File: src/rtl/rvm_pkg.sv
package rvm_pkg;

  localparam int OP_W     = 4;
  localparam int HALF_W   = OP_W / 2;
  localparam int SUB_W    = 2 * HALF_W;
  localparam int PROD_W   = 2 * OP_W;
  localparam int CELL_GW  = 5;
  localparam int ADD_GW   = 2 * SUB_W - 1;
  localparam int WASTE_W  = 4 * CELL_GW + 3 * ADD_GW + 2;

  typedef enum logic [2:0] {
    GK_CNOT,
    GK_TOFFOLI,
    GK_PERES,
    GK_SWAPXOR,
    GK_FULLADD,
    GK_DUALAND
  } gate_kind_e;

  function automatic int gate_lanes(gate_kind_e k);
    case (k)
      GK_CNOT:                          return 2;
      GK_TOFFOLI, GK_PERES, GK_SWAPXOR: return 3;
      GK_FULLADD:                       return 4;
      default:                          return 5;
    endcase
  endfunction

endpackage

File: src/rtl/rvm_gate.sv
module rvm_gate import rvm_pkg::*; #(
  parameter gate_kind_e KIND = GK_PERES,
  localparam int LANES = gate_lanes(KIND)
) (
  input  logic [LANES-1:0] in_i,
  output logic [LANES-1:0] out_o
);

  // lane 0..4 = pin A..E on the input side, P..T on the output side
  if (KIND == GK_CNOT) begin : g_cnot
    assign out_o = {in_i[0] ^ in_i[1], in_i[0]};
  end else if (KIND == GK_TOFFOLI) begin : g_toffoli
    assign out_o = {(in_i[0] & in_i[1]) ^ in_i[2], in_i[1], in_i[0]};
  end else if (KIND == GK_PERES) begin : g_peres
    assign out_o = {(in_i[0] & in_i[1]) ^ in_i[2], in_i[0] ^ in_i[1], in_i[0]};
  end else if (KIND == GK_SWAPXOR) begin : g_swapxor
    logic sel_q, sel_r;
    assign sel_q = in_i[0] ? in_i[2] : in_i[1];
    assign sel_r = in_i[0] ? in_i[1] : in_i[2];
    assign out_o = {sel_r, sel_q, in_i[0] ^ sel_q};
  end else if (KIND == GK_FULLADD) begin : g_fulladd
    logic hx;
    assign hx    = in_i[0] ^ in_i[1];
    assign out_o = {(hx & in_i[2]) ^ (in_i[0] & in_i[1]) ^ in_i[3],
                    hx ^ in_i[2], in_i[1], in_i[0]};
  end else begin : g_dualand
    assign out_o = {(in_i[0] & in_i[3]) ^ in_i[4], in_i[3],
                    (in_i[0] & in_i[1]) ^ in_i[2], in_i[1], in_i[0]};
  end

endmodule

File: src/rtl/rvm_cell2.sv
module rvm_cell2 import rvm_pkg::*; (
  input  logic [HALF_W-1:0]  a_i,
  input  logic [HALF_W-1:0]  b_i,
  output logic [SUB_W-1:0]   q_o,
  output logic [CELL_GW-1:0] junk_o
);

  logic x_t, y_t, z_t, hi_t;
  logic a0_c, b0_c, b1_c;
  logic q0, q1, q2, q3;
  logic g_a1, g_p1q, g_p2p, g_p2q, g_p3p;

  // a1&b1 and a1&b0 in one gate; b1 and b0 re-emerge as copies
  rvm_gate #(.KIND(GK_DUALAND)) u_dual (
    .in_i ({1'b0, b_i[0], 1'b0, b_i[1], a_i[1]}),
    .out_o({x_t, b0_c, z_t, b1_c, g_a1})
  );

  // a0&b0 with a copy of a0 passed on
  rvm_gate #(.KIND(GK_PERES)) u_low (
    .in_i ({1'b0, b0_c, a_i[0]}),
    .out_o({q0, g_p1q, a0_c})
  );

  // a0&b1 from the two copies
  rvm_gate #(.KIND(GK_PERES)) u_cross (
    .in_i ({1'b0, b1_c, a0_c}),
    .out_o({y_t, g_p2q, g_p2p})
  );

  // cross terms: sum bit and their AND (which equals the top product bit)
  rvm_gate #(.KIND(GK_PERES)) u_mix (
    .in_i ({1'b0, y_t, x_t}),
    .out_o({hi_t, q1, g_p3p})
  );

  rvm_gate #(.KIND(GK_CNOT)) u_top (
    .in_i ({z_t, hi_t}),
    .out_o({q2, q3})
  );

  assign q_o    = {q3, q2, q1, q0};
  assign junk_o = {g_p3p, g_p2p, g_p2q, g_p1q, g_a1};

endmodule

File: src/rtl/rvm_radd.sv
module rvm_radd import rvm_pkg::*; #(
  parameter int W = 4,
  localparam int JW = 2 * W - 1
) (
  input  logic [W-1:0]  x_i,
  input  logic [W-1:0]  y_i,
  output logic [W:0]    sum_o,
  output logic [JW-1:0] junk_o
);

  logic [W:1]   cy;
  logic [W-1:0] s;

  for (genvar i = 0; i < W; i++) begin : g_pos
    if (i == 0) begin : g_half
      rvm_gate #(.KIND(GK_PERES)) u_ha (
        .in_i ({1'b0, y_i[0], x_i[0]}),
        .out_o({cy[1], s[0], junk_o[0]})
      );
    end else begin : g_full
      rvm_gate #(.KIND(GK_FULLADD)) u_fa (
        .in_i ({1'b0, cy[i], y_i[i], x_i[i]}),
        .out_o({cy[i+1], s[i], junk_o[2*i], junk_o[2*i-1]})
      );
    end
  end

  assign sum_o = {cy[W], s};

endmodule

File: src/rtl/rvm_mul4.sv
module rvm_mul4 import rvm_pkg::*; (
  input  logic               clk,
  input  logic               rst,
  input  logic [OP_W-1:0]    a,
  input  logic [OP_W-1:0]    b,
  output logic [PROD_W-1:0]  p,
  output logic [WASTE_W-1:0] waste
);

  logic [OP_W-1:0]    a_x, a_y, b_x, b_y;
  logic [SUB_W-1:0]   q_ll, q_hl, q_lh, q_hh;
  logic [CELL_GW-1:0] w_ll, w_hl, w_lh, w_hh;
  logic [SUB_W:0]     s1, s2, s3;
  logic [ADD_GW-1:0]  j1, j2, j3;
  logic [PROD_W-1:0]  prod_d;
  logic [WASTE_W-1:0] waste_d;

  // operand copies through zero-target controlled-NOT gates
  for (genvar i = 0; i < OP_W; i++) begin : g_copy
    rvm_gate #(.KIND(GK_CNOT)) u_acp (.in_i({1'b0, a[i]}), .out_o({a_y[i], a_x[i]}));
    rvm_gate #(.KIND(GK_CNOT)) u_bcp (.in_i({1'b0, b[i]}), .out_o({b_y[i], b_x[i]}));
  end

  rvm_cell2 u_ll (.a_i(a_x[HALF_W-1:0]),    .b_i(b_x[HALF_W-1:0]),    .q_o(q_ll), .junk_o(w_ll));
  rvm_cell2 u_hl (.a_i(a_x[OP_W-1:HALF_W]), .b_i(b_y[HALF_W-1:0]),    .q_o(q_hl), .junk_o(w_hl));
  rvm_cell2 u_lh (.a_i(a_y[HALF_W-1:0]),    .b_i(b_x[OP_W-1:HALF_W]), .q_o(q_lh), .junk_o(w_lh));
  rvm_cell2 u_hh (.a_i(a_y[OP_W-1:HALF_W]), .b_i(b_y[OP_W-1:HALF_W]), .q_o(q_hh), .junk_o(w_hh));

  // weight-4 column: upper half of low-by-low plus one cross term
  rvm_radd #(.W(SUB_W)) u_add1 (
    .x_i(q_hl), .y_i({{HALF_W{1'b0}}, q_ll[SUB_W-1:HALF_W]}), .sum_o(s1), .junk_o(j1)
  );
  // second cross term joins at the same weight
  rvm_radd #(.W(SUB_W)) u_add2 (
    .x_i(q_lh), .y_i(s1[SUB_W-1:0]), .sum_o(s2), .junk_o(j2)
  );
  // weight-16 column: high-by-high plus the spill of the cross sum
  rvm_radd #(.W(SUB_W)) u_add3 (
    .x_i(q_hh), .y_i({1'b0, s2[SUB_W:HALF_W]}), .sum_o(s3), .junk_o(j3)
  );

  assign prod_d  = {s3[SUB_W-1:0], s2[HALF_W-1:0], q_ll[HALF_W-1:0]};
  assign waste_d = {s3[SUB_W], s1[SUB_W], j3, j2, j1, w_hh, w_lh, w_hl, w_ll};

  always_ff @(posedge clk) begin
    if (rst) begin
      p     <= '0;
      waste <= '0;
    end else begin
      p     <= prod_d;
      waste <= waste_d;
    end
  end

  AST_PRODUCT: assert property (@(posedge clk) disable iff (rst)
    !$past(rst) |-> p == ({{OP_W{1'b0}}, $past(a)} * {{OP_W{1'b0}}, $past(b)}));

  AST_RESET_CLEAR: assert property (@(posedge clk) disable iff (rst)
    $past(rst) |-> (p == '0 && waste == '0));

  AST_LOW_PAIR: assert property (@(posedge clk) disable iff (rst)
    !$past(rst) |-> (p[0] == ($past(a[0]) & $past(b[0])) &&
                     p[1] == (($past(a[1]) & $past(b[0])) ^ ($past(a[0]) & $past(b[1])))));

  AST_ADDER_HEADROOM: assert property (@(posedge clk) disable iff (rst)
    (s1[SUB_W] == 1'b0 && s3[SUB_W] == 1'b0));

endmodule

File: config.mk
export PLATFORM = sky130hd
export DESIGN_NAME = rvm_mul4
export DESIGN_NICKNAME = d
export VERILOG_FILES = /design/src/rtl/rvm_pkg.sv /design/src/rtl/rvm_gate.sv /design/src/rtl/rvm_cell2.sv /design/src/rtl/rvm_radd.sv /design/src/rtl/rvm_mul4.sv
export SDC_FILE = /design/constraint.sdc
export NUM_CORES = 1
export LEC_CHECK = 0
export BUFFER_PORTS_ARGS = -buffer_cell sky130_fd_sc_hd__buf_2
export CORE_MARGIN = 1.5
export CORE_UTILIZATION = 52
export CTS_CLUSTER_SIZE = 12
export DETAILED_ROUTE_END_ITERATION = 10
export HOLD_SLACK_MARGIN = 0.08
export PLACE_DENSITY = 0.83
export SLEW_MARGIN = 0
export SYNTH_ARGS = -nofsm -noshare
export SYNTH_HDL_FRONTEND = slang
export SYNTH_SLANG_ARGS = --single-unit
File: constraint.sdc
create_clock -name clk -period 14.53 [get_ports clk]
set_clock_uncertainty 0.05 [all_clocks]
set_input_delay 2.906 -clock clk [delete_from_list [all_inputs] [get_ports clk]]
set_output_delay 2.906 -clock clk [all_outputs]
set_load 0.005 [all_outputs]
* Word-level counts from Yosys, hierarchy flattened
Cells that the tools add are included.
Storage, ports and cells: register bits after elaboration 51, bits of input ports 10, output and inout bits 51
Cells by class: bitwise gates (word level) 78
Operators by type and width (count):
- $xor 1x1->1 | 40
- $and 1x1->1 | 38

* Depth between registers and ports, before layout
depth in word-level cells 17, gate-level depth with buffers 16

* Cells and area by module
Synthesis repeated with hierarchy kept, for this count alone.
Second synthesis, totals: cells, all modules 284, area total of the unflattened synthesis 2741.4 µm²
By module, submodules not included:
- rvm_mul4 | times used 1, cells each 108, area an instance 1368.8 µm², seq. area each 1021.0 µm²
- rvm_gate at u_add1.g_pos[1].g_full.u_fa ... | times used 9, cells each 8, area an instance 58.8 µm², seq. area each 0.0 µm²
- rvm_gate at u_add1.g_pos[0].g_half.u_ha ... | times used 15, cells each 3, area an instance 28.8 µm², seq. area each 0.0 µm²
- rvm_gate at g_copy[0].u_acp ... | times used 12, cells each 2, area an instance 16.3 µm², seq. area each 0.0 µm²
- rvm_gate at u_hh.u_dual ... | times used 4, cells each 7, area an instance 47.5 µm², seq. area each 0.0 µm²
- rvm_cell2 | times used 4, cells each 1, area an instance 3.8 µm², seq. area each 0.0 µm²
- rvm_radd | times used 3, cells each 1, area an instance 3.8 µm², seq. area each 0.0 µm²

* Worst setup path after synthesis
No wires, ideal clock.
path kind input to register, start input a[0], end register p[7], library setup time 0.118 ns, arrival time 6.430 ns, required time 14.362 ns, slack 7.933 ns, stages on the path 16, path buffers 0, cells stage by stage ha_1 ha_1 xnor2_1 ha_1 inv_1 fa_1 inv_1 ha_1 fa_1 fa_1 inv_1 fa_1 fa_1 inv_1 ha_1 nor2b_1
On the way: cells in the longest elaborated chain, start to end 17
Ends and longest elaborated chain:
- from (decl) | RTL line rvm_mul4.sv:4 | input logic [OP_W-1:0] a,
- $and 1x1->1 * (2 in a row) | RTL line rvm_gate.sv:15 | assign out_o = {(in_i[0] & in_i[1]) ^ in_i[2], in_i[0] ^ in_i[1], in_i[0]};
- named net j1[2] | RTL line rvm_mul4.sv:14 | logic [ADD_GW-1:0] j1, j2, j3;
- $xor 1x1->1 | RTL line rvm_gate.sv:11 | assign out_o = {in_i[0] ^ in_i[1], in_i[0]};
- $and 1x1->1 | RTL line rvm_gate.sv:15
- $and 1x1->1 | RTL line rvm_gate.sv:24 | assign out_o = {(hx & in_i[2]) ^ (in_i[0] & in_i[1]) ^ in_i[3],
- $xor 1x1->1 * | RTL line rvm_gate.sv:24
- $xor 1x1->1 * | RTL line rvm_gate.sv:25 | hx ^ in_i[2], in_i[1], in_i[0]};
- named net j2[4] | RTL line rvm_mul4.sv:14
- [... 4 more ...]
- named net j3[2] | RTL line rvm_mul4.sv:14
- $xor 1x1->1 | RTL line rvm_gate.sv:23 | assign hx = in_i[0] ^ in_i[1];
- $and 1x1->1 | RTL line rvm_gate.sv:24
- $xor 1x1->1 * | RTL line rvm_gate.sv:24
- $and 1x1->1 * | RTL line rvm_gate.sv:24
- $xor 1x1->1 * | RTL line rvm_gate.sv:24
- $xor 1x1->1 * | RTL line rvm_gate.sv:25
- named net s3[3] | RTL line rvm_mul4.sv:13 | logic [SUB_W:0] s1, s2, s3;
- to (signal assigned) | RTL line rvm_mul4.sv:50 | p <= prod_d;
- to (decl) | RTL line rvm_mul4.sv:6 | output logic [PROD_W-1:0] p,
Mark *: on every way through the listed nets, which the timed path passes. The rest lies on a longest branch. A chain may end at the register's enable or synchronous reset.

* Worst setup path after layout
Ends and elaborated chain as after synthesis.

==> metrics.log <==
INFO  metric chip_width = 60.2 um
INFO  metric finalSetupViolations = 0
INFO  metric final_common_cell = buf_2
INFO  metric core_region_area = 3080 um2
INFO  metric placed_cells = 245
INFO  metric initial_utilization = 0.554
INFO  metric pin_count = 61
INFO  metric timing.slew.headroom = 0.588
INFO  metric layout_common_cells = buf_2 (57), dfxtp_1 (44), nor2b_1 (24)
INFO  metric drt-initial-drc-count = 27
INFO  metric cts_resized = 0
INFO  metric grt_max_degree = 40
INFO  metric number_of_endpoints_with_negative_hold_slack_in_the_final_report = 0
INFO  metric min_delay_worst_endpoint = waste[9]
INFO  metric hold_slack = 2.80 ns
INFO  metric critical_setup_path_kind = in2reg
INFO  metric vdd.ir_drop.worst = 0.0678 mV
INFO  metric cts.repair_timing.setup_buffer_count = 0
INFO  metric synth_area_per_cell = 11.1 um2
INFO  metric drc = 0
INFO  metric cts.path.max_buffers = 2
INFO  metric fin_nets = 241
INFO  metric floorplan.die_area = 3630 um2
INFO  metric antenna_left = 0
INFO  metric synth.distinct_cells = 17
INFO  metric finalSetupTns = 0 ns
INFO  metric syn_inst = 153
INFO  metric max-cap-violations = 0
INFO  metric cts.sink_count = 44
INFO  metric layout-area-overhead-vs-synth = 19.6%
INFO  metric placement.io_buffers = 57
INFO  metric instances_no_fill = 253
INFO  metric detailed_place.area = 1980 um2
INFO  metric number_of_cells_on_the_worst_hold_path = 2
INFO  metric grt_setup_unrepaired = false
INFO  metric critical_path_peak_fanout = 5
INFO  metric die_height = 60.2 um
INFO  metric cts_hold_repair.buffers = 0
INFO  metric final_period_util = 0.451
INFO  metric vias_per_cell = 4.30
INFO  metric globalplace.congestion = 0.807
INFO  metric antenna-diode-count = 0
INFO  metric synth.yosys.seq_area_share = 0.517
INFO  metric powerDensity = 109 nW/um2
INFO  metric critical_path_arrival = 6.73 ns
INFO  metric cts.clk_slew.worst_paths = 0.11 ns
INFO  metric critical_path.startpoint_type = input pin
INFO  metric synthesis.area = 1700 um2
INFO  metric finalMaxSlewViolations = 0
INFO  metric critical_path_required = 14.70 ns
INFO  metric clockRootBuffer = clkbuf_4
INFO  metric detailedPlacementHpwl = 2.07 mm
INFO  metric worst_slew_pin_slew = 0.619 ns
INFO  metric totalWireLength = 2.67 mm
INFO  metric drt_pass1_iterations = 4
INFO  metric post-route-cell-area = 2040 um2
INFO  metric global_route.usage.total = 0.163
INFO  metric grt_pass1_wl = 4.20 mm
INFO  metric yosys_warnings = 0
INFO  metric max_freq = 153 MHz
INFO  metric route.detailed.wl_per_inst = 10.5 um
INFO  metric routed-via-count = 1089
INFO  metric outcome = completed
INFO  metric hold_path.class = in2reg
INFO  metric first_global_vias = 921
INFO  metric cts-buffers-inserted = 5
INFO  metric final.min_clock_period = 6.56 ns
INFO  metric critical_path.endpoint_type = flop
INFO  metric number_of_placement_rows = 20
INFO  metric power.leakage = 0.00108 uW
INFO  metric grt.overflow.total = 0
INFO  metric layout-drive-gt1-share = 0.325
INFO  metric synth-seq-cells = 44
INFO  metric worst_hold_startpoint = b[0]
INFO  metric antenna_found_initial = 0
INFO  metric tritoncts = done
INFO  metric h-tree-depth = 2
==> layer usage <==
metal / track usage / up-vias / wire (um)
met5: 0 / - / 0
met3: 0.0519 / 7 / 155
met2: 0.242 / 39 / 1220
met4: 0.0857 / 0 / 55
met1: 0.210 / 474 / 1240
li1: - / 569 / -
==> metrics by stage <==
step	worst slack, ns	util	total power (uW)
finish	7.97	0.662	221
global route	7.82	0.662	236
CTS	7.97	0.662	225
detailed placement	7.59	0.642	166
global placement	7.69	0.642	166
floorplan	7.93	-	154
==> kinds of logic after synthesis <==
family	count (synthesis)	synth area share
and+or+nand+nor	54	0.172
adders and majority gates	23	0.195
xor gates and xnor gates	4	0.0206
DFF	44	0.517
muxes	3	0.0198
buffers and inverters	23	0.0705
other	1	0.00220
AOI/OAI and AO/OA	1	0.00293
==> worst max-delay path, cell delays in order <==
cell	delay (ns)
buf_2	0.13
ha_1	0.20
ha_1	0.20
xnor2_1	0.17
ha_1	0.16
inv_1	0.05
fa_1	0.39
inv_1	0.08
ha_1	0.25
fa_1	0.44
fa_1	0.48
inv_1	0.07
fa_1	0.44
fa_1	0.37
inv_1	0.06
ha_1	0.22
nor2b_1	0.13
==> synthesized netlist by cell type (all sizes together) <==
cell type / count / area [um2]
and2: 9 / 56.3
fa: 6 / 120
nor2b: 24 / 150
and2b: 1 / 7.51
buf: 11 / 75.1
conb: 1 / 3.75
inv: 12 / 45.0
nor2: 13 / 48.8
nand3b: 1 / 7.51
xor2: 1 / 8.76
ha: 17 / 213
nand2: 6 / 22.5
dfxtp: 44 / 881
xnor2: 3 / 26.3
a21oi: 1 / 5.00
mux2: 3 / 33.8
==> sequential cells by signal, summed over array words and instances, names as in the netlist <==
| name | flops |
|---|---|
| p | 8 |
| waste | 36 |
==> worst max path at each step <==
stage / start / to / slack [ns] / cells past startpoint
floorplan: a[0] / p[7] / 7.93 / 16
global placement: a[0] / p[7] / 7.69 / 17
detailed placement: a[0] / p[7] / 7.59 / 17
CTS: a[0] / p[7] / 7.97 / 17
global route: a[0] / p[7] / 7.82 / 17
finish: a[0] / p[7] / 7.97 / 17
==> where the power goes <==
part           leakage [uW]  switching, uW  internal, uW
Combinational      0.000678           16.6          15.9
Sequential         0.000363           1.86           129
Clock             0.0000380           35.2          23.0
==> final cells by class <==
cell class,instances,area [um2]
Tap cell,44,55.1
Timing Repair Buffer,57,285
Sequential cell,44,881
Clock buffer,6,51.3
Clock inverter,2,10.0
Multi-Input combinational cell,88,711
Inverter,12,45.0
Fill cell,259,1040
Note: power is estimated with default switching activity, not from simulation.
